### src/rtl/dual_oc_pkg.sv
package dual_oc_pkg;
  localparam int NCH = 2;
  localparam logic [7:0] ADDR_CTRL = 8'h00;
  localparam logic [7:0] ADDR_MODE = 8'h01;
  localparam logic [7:0] CTRL_RST  = 8'hFC;
  localparam logic [7:0] MODE_RST  = 8'h0E;
  localparam logic [2:0] SEL_CNT = 3'd0;
  localparam logic [2:0] SEL_A   = 3'd1;
  localparam logic [2:0] SEL_B   = 3'd2;
  localparam logic [2:0] SEL_C   = 3'd3;
  localparam logic [2:0] SEL_D   = 3'd4;
endpackage

### src/rtl/oc_ctrl.sv
module oc_ctrl
  import dual_oc_pkg::*;
(
  input  logic           clk,
  input  logic           rst_n,
  input  logic           wr_ctrl,
  input  logic           wr_mode,
  input  logic [7:0]     wdata,
  input  logic [NCH-1:0] hit,
  output logic [NCH-1:0] run_eff,
  output logic [NCH-1:0] cont,
  output logic [NCH-1:0] bf_c,
  output logic [NCH-1:0] bf_d,
  output logic           sync,
  output logic [7:0]     ctrl_q,
  output logic [7:0]     mode_q
);
  logic [NCH-1:0] run;
  logic [3:0]     bf;
  logic [NCH-1:0] stop_req;
  logic           stop_any;

  assign stop_req = hit & ~cont;
  assign stop_any = |stop_req;

  genvar c;
  generate
    for (c = 0; c < NCH; c++) begin : g_run
      always_ff @(posedge clk) begin
        if (!rst_n)
          run[c] <= 1'b0;
        else if (sync ? stop_any : stop_req[c])
          run[c] <= 1'b0;
        else if (wr_ctrl)
          run[c] <= sync ? (|wdata[NCH-1:0]) : wdata[c];
      end

      assert_hw_clear_wins_R7: assert property (@(posedge clk) disable iff (!rst_n)
        stop_req[c] |=> !run[c]);
    end
  endgenerate

  always_ff @(posedge clk) begin
    if (!rst_n) begin
      cont <= CTRL_RST[3:2];
      sync <= MODE_RST[0];
      bf   <= MODE_RST[7:4];
    end else begin
      if (wr_ctrl) cont <= wdata[3:2];
      if (wr_mode) begin
        sync <= wdata[0];
        bf   <= wdata[7:4];
      end
    end
  end

  assign bf_c    = {bf[2], bf[0]};
  assign bf_d    = {bf[3], bf[1]};
  assign ctrl_q  = {4'hF, cont, run};
  assign mode_q  = {bf, 3'b111, sync};
  assign run_eff = sync ? {NCH{|run}} : run;

  assert_sync_flags_R10: assert property (@(posedge clk) disable iff (!rst_n)
    (sync && wr_ctrl && !$past(!rst_n)) |=> (run[0] == run[1]));
endmodule

### src/rtl/oc_channel.sv
module oc_channel
  import dual_oc_pkg::*;
#(
  parameter int CNT_W = 16
) (
  input  logic                  clk,
  input  logic                  rst_n,
  input  logic                  run,
  input  logic                  peer_clr,
  input  logic                  bf_c,
  input  logic                  bf_d,
  input  logic                  wr_en,
  input  logic [2:0]            sel,
  input  logic [$clog2(CNT_W/8)-1:0] lane,
  input  logic [7:0]            wdata,
  output logic [7:0]            rdata,
  output logic                  hit,
  output logic [CNT_W-1:0]      cnt,
  output logic                  cmp_ac,
  output logic                  cmp_bd
);
  localparam int NREG   = 4;
  localparam int LANE_W = $clog2(CNT_W/8);

  logic [NREG-1:0][CNT_W-1:0] gr;
  logic [NREG-1:0]            m;
  logic [NREG-1:0]            wr_hit;
  logic [1:0]                 bf;

  assign bf = {bf_d, bf_c};

  genvar i;
  generate
    for (i = 0; i < NREG; i++) begin : g_reg
      assign wr_hit[i] = wr_en && (sel == 3'(i + 1));
      assign m[i]      = run && (cnt == gr[i]);

      always_ff @(posedge clk) begin
        if (!rst_n)
          gr[i] <= '1;
        else if (wr_hit[i])
          gr[i][{lane, 3'b000} +: 8] <= wdata;
        else if (i < 2 && hit && bf[i % 2])
          gr[i] <= gr[(i + 2) % NREG];
      end

      if (i < 2) begin : g_buf_chk
        assert_buffer_load_R8: assert property (@(posedge clk) disable iff (!rst_n)
          (hit && bf[i] && !wr_hit[i]) |=> (gr[i] == $past(gr[i + 2])));
      end
    end
  endgenerate

  assign hit = m[0];

  always_ff @(posedge clk) begin
    if (!rst_n)
      cnt <= '0;
    else if (hit || peer_clr)
      cnt <= '0;
    else if (run)
      cnt <= cnt + 1'b1;
  end

  always_ff @(posedge clk) begin
    if (!rst_n) begin
      cmp_ac <= 1'b0;
      cmp_bd <= 1'b0;
    end else begin
      cmp_ac <= m[0] | (m[2] & ~bf_c);
      cmp_bd <= m[1] | (m[3] & ~bf_d);
    end
  end

  always_comb begin
    rdata = 8'h00;
    case (sel)
      SEL_CNT: rdata = cnt[{lane, 3'b000} +: 8];
      SEL_A:   rdata = gr[0][{lane, 3'b000} +: 8];
      SEL_B:   rdata = gr[1][{lane, 3'b000} +: 8];
      SEL_C:   rdata = gr[2][{lane, 3'b000} +: 8];
      SEL_D:   rdata = gr[3][{lane, 3'b000} +: 8];
      default: rdata = 8'h00;
    endcase
  end

  assert_wrap_zero_R4: assert property (@(posedge clk) disable iff (!rst_n)
    hit |=> (cnt == '0));
  assert_match_pulse_R4: assert property (@(posedge clk) disable iff (!rst_n)
    hit |=> cmp_ac);
  assert_hold_when_idle_R3: assert property (@(posedge clk) disable iff (!rst_n)
    (!run && !peer_clr && !$past(!rst_n)) |=> $stable(cnt));
  assert_b_match_R9: assert property (@(posedge clk) disable iff (!rst_n)
    m[1] |=> cmp_bd);
endmodule

### src/rtl/dual_oc_timer.sv
module dual_oc_timer
  import dual_oc_pkg::*;
#(
  parameter int CNT_W = 16
) (
  input  logic       clk,
  input  logic       rst_n,
  input  logic [7:0] bus_addr,
  input  logic       bus_wr,
  input  logic [7:0] bus_wdata,
  output logic [7:0] bus_rdata,
  output logic [1:0] cmp_ac,
  output logic [1:0] cmp_bd
);
  localparam int LANE_W = $clog2(CNT_W / 8);

  logic [NCH-1:0]            run_eff, cont, bf_c, bf_d, hit, peer_clr;
  logic                      sync;
  logic [7:0]                ctrl_q, mode_q;
  logic [NCH-1:0][7:0]       ch_rdata;
  logic [NCH-1:0][CNT_W-1:0] cnt;
  logic [3:0]                ch_field;
  logic [2:0]                sel;
  logic [LANE_W-1:0]         lane;

  assign ch_field = bus_addr[7:4];
  assign sel      = bus_addr[LANE_W +: 3];
  assign lane     = bus_addr[LANE_W-1:0];

  oc_ctrl u_ctrl (
    .clk     (clk),
    .rst_n   (rst_n),
    .wr_ctrl (bus_wr && bus_addr == ADDR_CTRL),
    .wr_mode (bus_wr && bus_addr == ADDR_MODE),
    .wdata   (bus_wdata),
    .hit     (hit),
    .run_eff (run_eff),
    .cont    (cont),
    .bf_c    (bf_c),
    .bf_d    (bf_d),
    .sync    (sync),
    .ctrl_q  (ctrl_q),
    .mode_q  (mode_q)
  );

  genvar c;
  generate
    for (c = 0; c < NCH; c++) begin : g_ch
      assign peer_clr[c] = sync && hit[NCH-1-c];

      oc_channel #(.CNT_W(CNT_W)) u_ch (
        .clk      (clk),
        .rst_n    (rst_n),
        .run      (run_eff[c]),
        .peer_clr (peer_clr[c]),
        .bf_c     (bf_c[c]),
        .bf_d     (bf_d[c]),
        .wr_en    (bus_wr && ch_field == 4'(c + 1)),
        .sel      (sel),
        .lane     (lane),
        .wdata    (bus_wdata),
        .rdata    (ch_rdata[c]),
        .hit      (hit[c]),
        .cnt      (cnt[c]),
        .cmp_ac   (cmp_ac[c]),
        .cmp_bd   (cmp_bd[c])
      );
    end
  endgenerate

  always_comb begin
    bus_rdata = 8'h00;
    if (bus_addr == ADDR_CTRL)
      bus_rdata = ctrl_q;
    else if (bus_addr == ADDR_MODE)
      bus_rdata = mode_q;
    else
      for (int k = 0; k < NCH; k++)
        if (ch_field == 4'(k + 1)) bus_rdata = ch_rdata[k];
  end

  assert_sync_clear_R10: assert property (@(posedge clk) disable iff (!rst_n)
    (sync && (|hit)) |=> (cnt[0] == '0 && cnt[1] == '0));
  assert_stop_on_match_R5: assert property (@(posedge clk) disable iff (!rst_n)
    (hit[0] && !cont[0] && !sync) |=> (!run_eff[0] && ctrl_q[0] == 1'b0));
endmodule

### config.mk
export PLATFORM = sky130hd
export DESIGN_NAME = dual_oc_timer
export DESIGN_NICKNAME = d
export VERILOG_FILES = /design/src/rtl/dual_oc_pkg.sv /design/src/rtl/oc_ctrl.sv /design/src/rtl/oc_channel.sv /design/src/rtl/dual_oc_timer.sv
export SDC_FILE = /design/constraint.sdc
export NUM_CORES = 1
export LEC_CHECK = 0
export BUFFER_PORTS_ARGS = -buffer_cell sky130_fd_sc_hd__buf_4
export CORE_UTILIZATION = 48
export CTS_CLUSTER_SIZE = 30
export DETAILED_ROUTE_END_ITERATION = 8
export PLACE_DENSITY = 0.68
export SYNTH_ARGS = -nofsm -noshare
export SYNTH_HDL_FRONTEND = slang
export SYNTH_SLANG_ARGS = --single-unit
### constraint.sdc
create_clock -name clk -period 4.9 [get_ports clk]
set_input_delay 0.735 -clock clk [delete_from_list [all_inputs] [get_ports clk]]
set_output_delay 0.735 -clock clk [all_outputs]
set_load 0.005 [all_outputs]
### Yosys cells after proc, flatten, opt, wreduce, memory -nomap -nowiden

Cells that the tools add are included.

| storage, ports and cells | value |
|---|---|
| register bits after elaboration | 173 |
| output and inout bits | 12 |
| bits of input ports | 19 |
| word-level logic and storage cells | 132 |

| operators by class | value |
|---|---|
| bitwise operators | 15 |
| add/sub/neg operators | 3 |
| reductions and logical operators | 41 |
| muxes and demuxes | 27 |
| equality and inequality tests | 15 |
| shifts and indexed selects | 12 |

Operators with widths:

| cell | count |
|---|---|
| $shiftx 16x5->8 | 10 |
| $bwmux 16 | 8 |
| $eq 16x16->1 | 8 |
| $mux 16 | 8 |
| $pmux 8 s5 | 2 |
| $add 16x1->16 const B | 2 |
| $mux 8 | 4 |
| $logic_and 1x1->1 | 26 |
| $shift 8x6->16 const A | 1 |
| $shiftx 8x6->16 | 1 |
| $reduce_or 2->1 | 7 |
| $eq 8x1->1 const B | 1 |
| $logic_not 8->1 | 1 |
| $reduce_bool 2->1 | 4 |
| $eq 3x2->1 const B | 2 |
| $neg 4->6 | 1 |
| $not 1->1 | 5 |
| $and 1x1->1 | 4 |
| $eq 4x1->1 const B | 1 |
| $eq 4x2->1 const B | 1 |
| $mux 1 | 4 |
| $or 1x1->1 | 4 |
| $eq 3x1->1 const B | 1 |
| $eq 3x3->1 const B | 1 |
| other kinds (5) | 6 |

### Depth between registers and ports, before layout

| logic depth | value |
|---|---|
| word-level depth | 7 |
| gate-level depth with buffers | 9 |
| mapped depth without buffers | 6 |

### By module

A second synthesis with hierarchy kept.

| unflattened totals | value |
|---|---|
| cells, all modules | 1347 |
| area, all modules | 11318.4 µm² |

Modules (own cells, without submodules):

| module | sequential area each (µm²) | area an instance (µm²) | cells each | times used |
|---|---|---|---|---|
| oc_channel (g_ch[1].u_ch) | 1641.6 | 5325.1 | 631 | 1 |
| oc_channel (g_ch[0].u_ch) | 1641.6 | 5211.2 | 621 | 1 |
| oc_ctrl | 180.2 | 481.7 | 52 | 1 |
| dual_oc_timer | 0.0 | 300.3 | 43 | 1 |

### Worst setup path before layout

No wires, ideal clock.

| timing | value |
|---|---|
| kind | input to output |
| from | in bus_addr[2] |
| to | out bus_rdata[3] |
| arrival time | 2186 ps |
| path buffers | 2 |
| required time | 4165 ps |
| path slack | 1979 ps |
| stages | 8 |
| cells stage by stage | buf_2 -> o21a_1 -> nor2_1 -> buf_2 -> o22ai_1 -> a2111oi_0 -> a21oi_1 -> a31oi_1 |

| between the ends | value |
|---|---|
| longest elaborated chain between the ends | 6 |
| elaborated cells between the ends (all ways) | 13 |
| classes of those cells | 5 x eq/ne; 6 x mux; 2 x reduce/logical |

RTL lines:

| item | RTL line | source |
|---|---|---|
| start: declaration | dual_oc_timer.sv:8 | `input logic [7:0] bus_addr,` |
| $eq 3x3->1 (tied with other cells) | oc_channel.sv:77 | `case (sel)` |
| $pmux 8 s5 | oc_channel.sv:77 |  |
| $mux 8 (2 in series) | dual_oc_timer.sv:79 | `if (ch_field == 4'(k + 1)) bus_rdata = ch_rdata[k];` |
| $mux 8 | dual_oc_timer.sv:75 | `else if (bus_addr == ADDR_MODE)` |
| $mux 8 (*) | dual_oc_timer.sv:73 | `if (bus_addr == ADDR_CTRL)` |
| end: declaration | dual_oc_timer.sv:11 | `output logic [7:0] bus_rdata,` |

Mark *: on every way between the ends. The rest lies on a longest branch, timed or not.

### Final worst setup path

Same ends and word-level chain as after synthesis.

==> results.py <==
metrics = {
    "synth": {
        "yosys-top-cells-count": "nand2_1, dfxtp_1, xor2_1",
        "ys_seq_area_share_pct": 32.3,
        "yosys_warnings": 0,
        "synth_top_area_cell": "dfxtp_1",
        "synth_area_mm2": 0.0107,
        "synth_edf_count": 0,
        "synth_area_leaders": "dfxtp_1, mux2i_1, xor2_1",
        "synth-seq-cells": 173,
        "synthDistinctLibCells": 67,
        "ys_dominant_reg_cell": "dfxtp_1",
        "async_reset_ff_share_pct": 0,
        "syn_inst": 1321,
        "syn_area_per_cell_um2": 8.12,
        "synth_top_area_share_pct": 32.3,
        "syn_nets": 1342,
        "yosysMostFrequentCell": "nand2_1",
    },
    "routing": {
        "wl_met1_um": 16200,
        "wl_per_cell_um": 23.0,
        "viasPerCell": 6.18,
        "top_layer": "met5",
        "vias": 9628,
        "drt_pre_antenna_iters": 5,
        "antenna_left": 0,
        "wl_um": 35900,
        "met3_length_um": 3780,
        "wl_met2_um": 14500,
        "drt_iter0_drc": 1079,
        "drc": 0,
    },
    "placed_design": {
        "place.detailed.hpwl_um": 26400,
        "port_buffers": 30,
        "place.gp.congestion": 1.08,
    },
    "timing": {
        "finalCritPeriodShare_pct": 80.6,
        "final.setup.tns_ns": 0,
        "hold_viol_final": 0,
        "skew_ns": 0.00939,
        "max_freq_mhz": 253,
        "rsz0062_at_grt": "false",
        "setup_violations": 0,
        "fin_crit_ns": 3.95,
        "relSlewSlack_pct": 41.2,
        "worst_slew_pin_slew_ns": 0.882,
        "maxSlewViolCount": 0,
    },
    "power": {
        "switching_share_pct": 25.6,
        "vdd_drop_max_mv": 0.153,
        "p_comb_share_pct": 7.3,
        "p_leak_nw": 4.55,
        "p_int_w": 0.00218,
        "p_per_area_mw_per_mm2": 257,
        "clock_power_share_pct": 44.6,
        "sequentialPowerShare_pct": 48.1,
        "p_switching_w": 0.000749,
    },
    "grt": {
        "grt_pass1_wl_um": 53600,
        "grt_use_total_pct": 32.2,
        "overflow": 0,
        "grt_pass1_vias": 8509,
        "grt_max_degree": 82,
        "antenna_found_initial": 0,
    },
    "clock_tree": {
        "cts_setup_buffers": 0,
        "hold_buffers": 0,
        "htree_num_levels": 4,
        "path_clk_slew_ns": 0.06,
        "clk_latency_ns": 0.44,
        "cts_tree": "yes",
        "cts_resized": 0,
        "clock_sinks": 173,
        "clock_path_buffers": 2,
        "cts_buffers": 17,
        "cts_root_buf": "clkbuf_16",
    },
    "critical_path": {
        "cp.arrival_ns": 3.22,
        "worstPathMaxFanout": 45,
        "crit_top_cell": "buf_4",
        "worstPathRequired_ns": 4.16,
        "cp-start-kind": "primary input",
        "slowest_delay_ns": 0.46,
        "cp_num_buf_inv": 3,
        "setup.worst_path.end_class": "output port",
        "crit_chain": "buf_4 -> nor3_1 -> nor2_1 -> buf_4 -> o22ai_1 -> a2111oi_0 -> a21oi_1 -> a31oi_1 -> buf_4",
        "crit_type": "in -> out",
        "critPathTopFamily": "compound AO/OA/AOI/OAI gates",
        "cp_slowest_cell": "buf_4",
    },
    "die": {
        "die_h_um": 151,
        "std_cell_rows": 54,
        "start_util_pct": 49.0,
        "core-area_mm2": 0.0219,
        "die_area_mm2": 0.0229,
        "die_w_um": 151,
        "io_pins": 31,
    },
    "final_layout": {
        "n_fill_cell": 2121,
        "final_layout_size_suffix_gt1_share_pct": 8.61,
        "diodes": 0,
        "final_core_util_pct": 52.1,
        "final_nets": 1286,
        "syn2layout_area_growth_pct": 6.36,
    },
    "outcome": {
        "status": "completed",
    },
    "min_path": {
        "hold_path_class": "reg -> reg",
    },
    "run": {
        "maxCapViolCount": 0,
    },
}
[sequential cells by signal, summed over array words and instances, names as in the netlist]
name	cells
u_ctrl.sync	1
g_ch.u_ch.cmp_bd	2
u_ctrl.cont	2
g_ch.u_ch.cnt	32
g_ch.u_ch.cmp_ac	2
g_ch.u_ch.gr	128
u_ctrl.ctrl_q	2
u_ctrl.bf	4
[worst reg2reg max path: cells and delay by family, from the launching register on]
kind,cells,cell delay (ns)
simple gates,4,1.33
flops,1,0.55
compound gates,2,0.90
[layer usage]
metal  track usage (%)  vias to the layer above
met3              7.08                       83
met5              2.50                        -
met2              44.4                      533
met4              12.8                        2
met1              47.3                     4522
li1                  -                     4488
[kinds of logic after synthesis]
family	after synthesis	share of synthesized area, %
buf+inv	134	5.66
xor+xnor	158	12.9
mux	129	12.2
simple gates	475	21.1
flops	173	32.3
fa+ha+maj	2	0.233
compound gates	250	15.6
[layout make-up]
| type | instances | area, um^2 | area share [%] |
|---|---|---|---|
| clock inverters | 12 | 113 | 0.988 |
| inverters | 16 | 60.1 | 0.527 |
| clock buffers | 19 | 443 | 3.88 |
| flip-flops and latches | 173 | 3460 | 30.4 |
| multi-input cells | 1014 | 6650 | 58.3 |
| repair buffers | 43 | 323 | 2.83 |
| well taps | 280 | 350 | 3.07 |
[stage by stage]
step                setup slack, ns  hold WS (ns)  cells  power, W  instance area, um^2
floorplan                      1.98         0.460   1321   0.00157                10700
global route                  0.792         0.526   1557   0.00301                11400
finish                        0.949         0.514   1557   0.00293                11400
detailed placement             1.12         0.501   1526   0.00165                10800
CTS                            1.10         0.509   1557   0.00294                11400
global placement               1.17         0.500   1526   0.00165                10800
[power by group through the flow]
stage | Combinational, W | Clock, W | Sequential [W]
floorplan | 0.000131 | 0 | 0.00144
global placement | 0.000205 | 0 | 0.00144
detailed placement | 0.000206 | 0 | 0.00144
CTS | 0.000206 | 0.00132 | 0.00141
global route | 0.000223 | 0.00138 | 0.00141
finish | 0.000214 | 0.00131 | 0.00141
[path summary, 6_finish.rpt]
path | startpoint | to | slack [ns] | cells after the start
setup / recovery | bus_addr[2] | bus_rdata[3] | 0.95 | 9
hold / removal | g_ch[0].u_ch.gr[8] | g_ch[0].u_ch.gr[8] | 0.51 | 2
setup reg to reg | u_ctrl.sync | g_ch[1].u_ch.cnt[3] | 1.98 | 6
hold reg to reg | g_ch[0].u_ch.gr[8] | g_ch[0].u_ch.gr[8] | 0.51 | 2
[placed cells by master, fill, tap and decap left out, types with 41 or more instances in the layout]
master / count
buf_4: 43
nand3_1: 65
nand2_1: 253
xnor2_1: 41
a21oi_1: 47
o21ai_0: 91
nor2_1: 50
xor2_1: 117
dfxtp_1: 173
mux2i_1: 116
No activity file was read; power rests on OpenSTA's default activity.
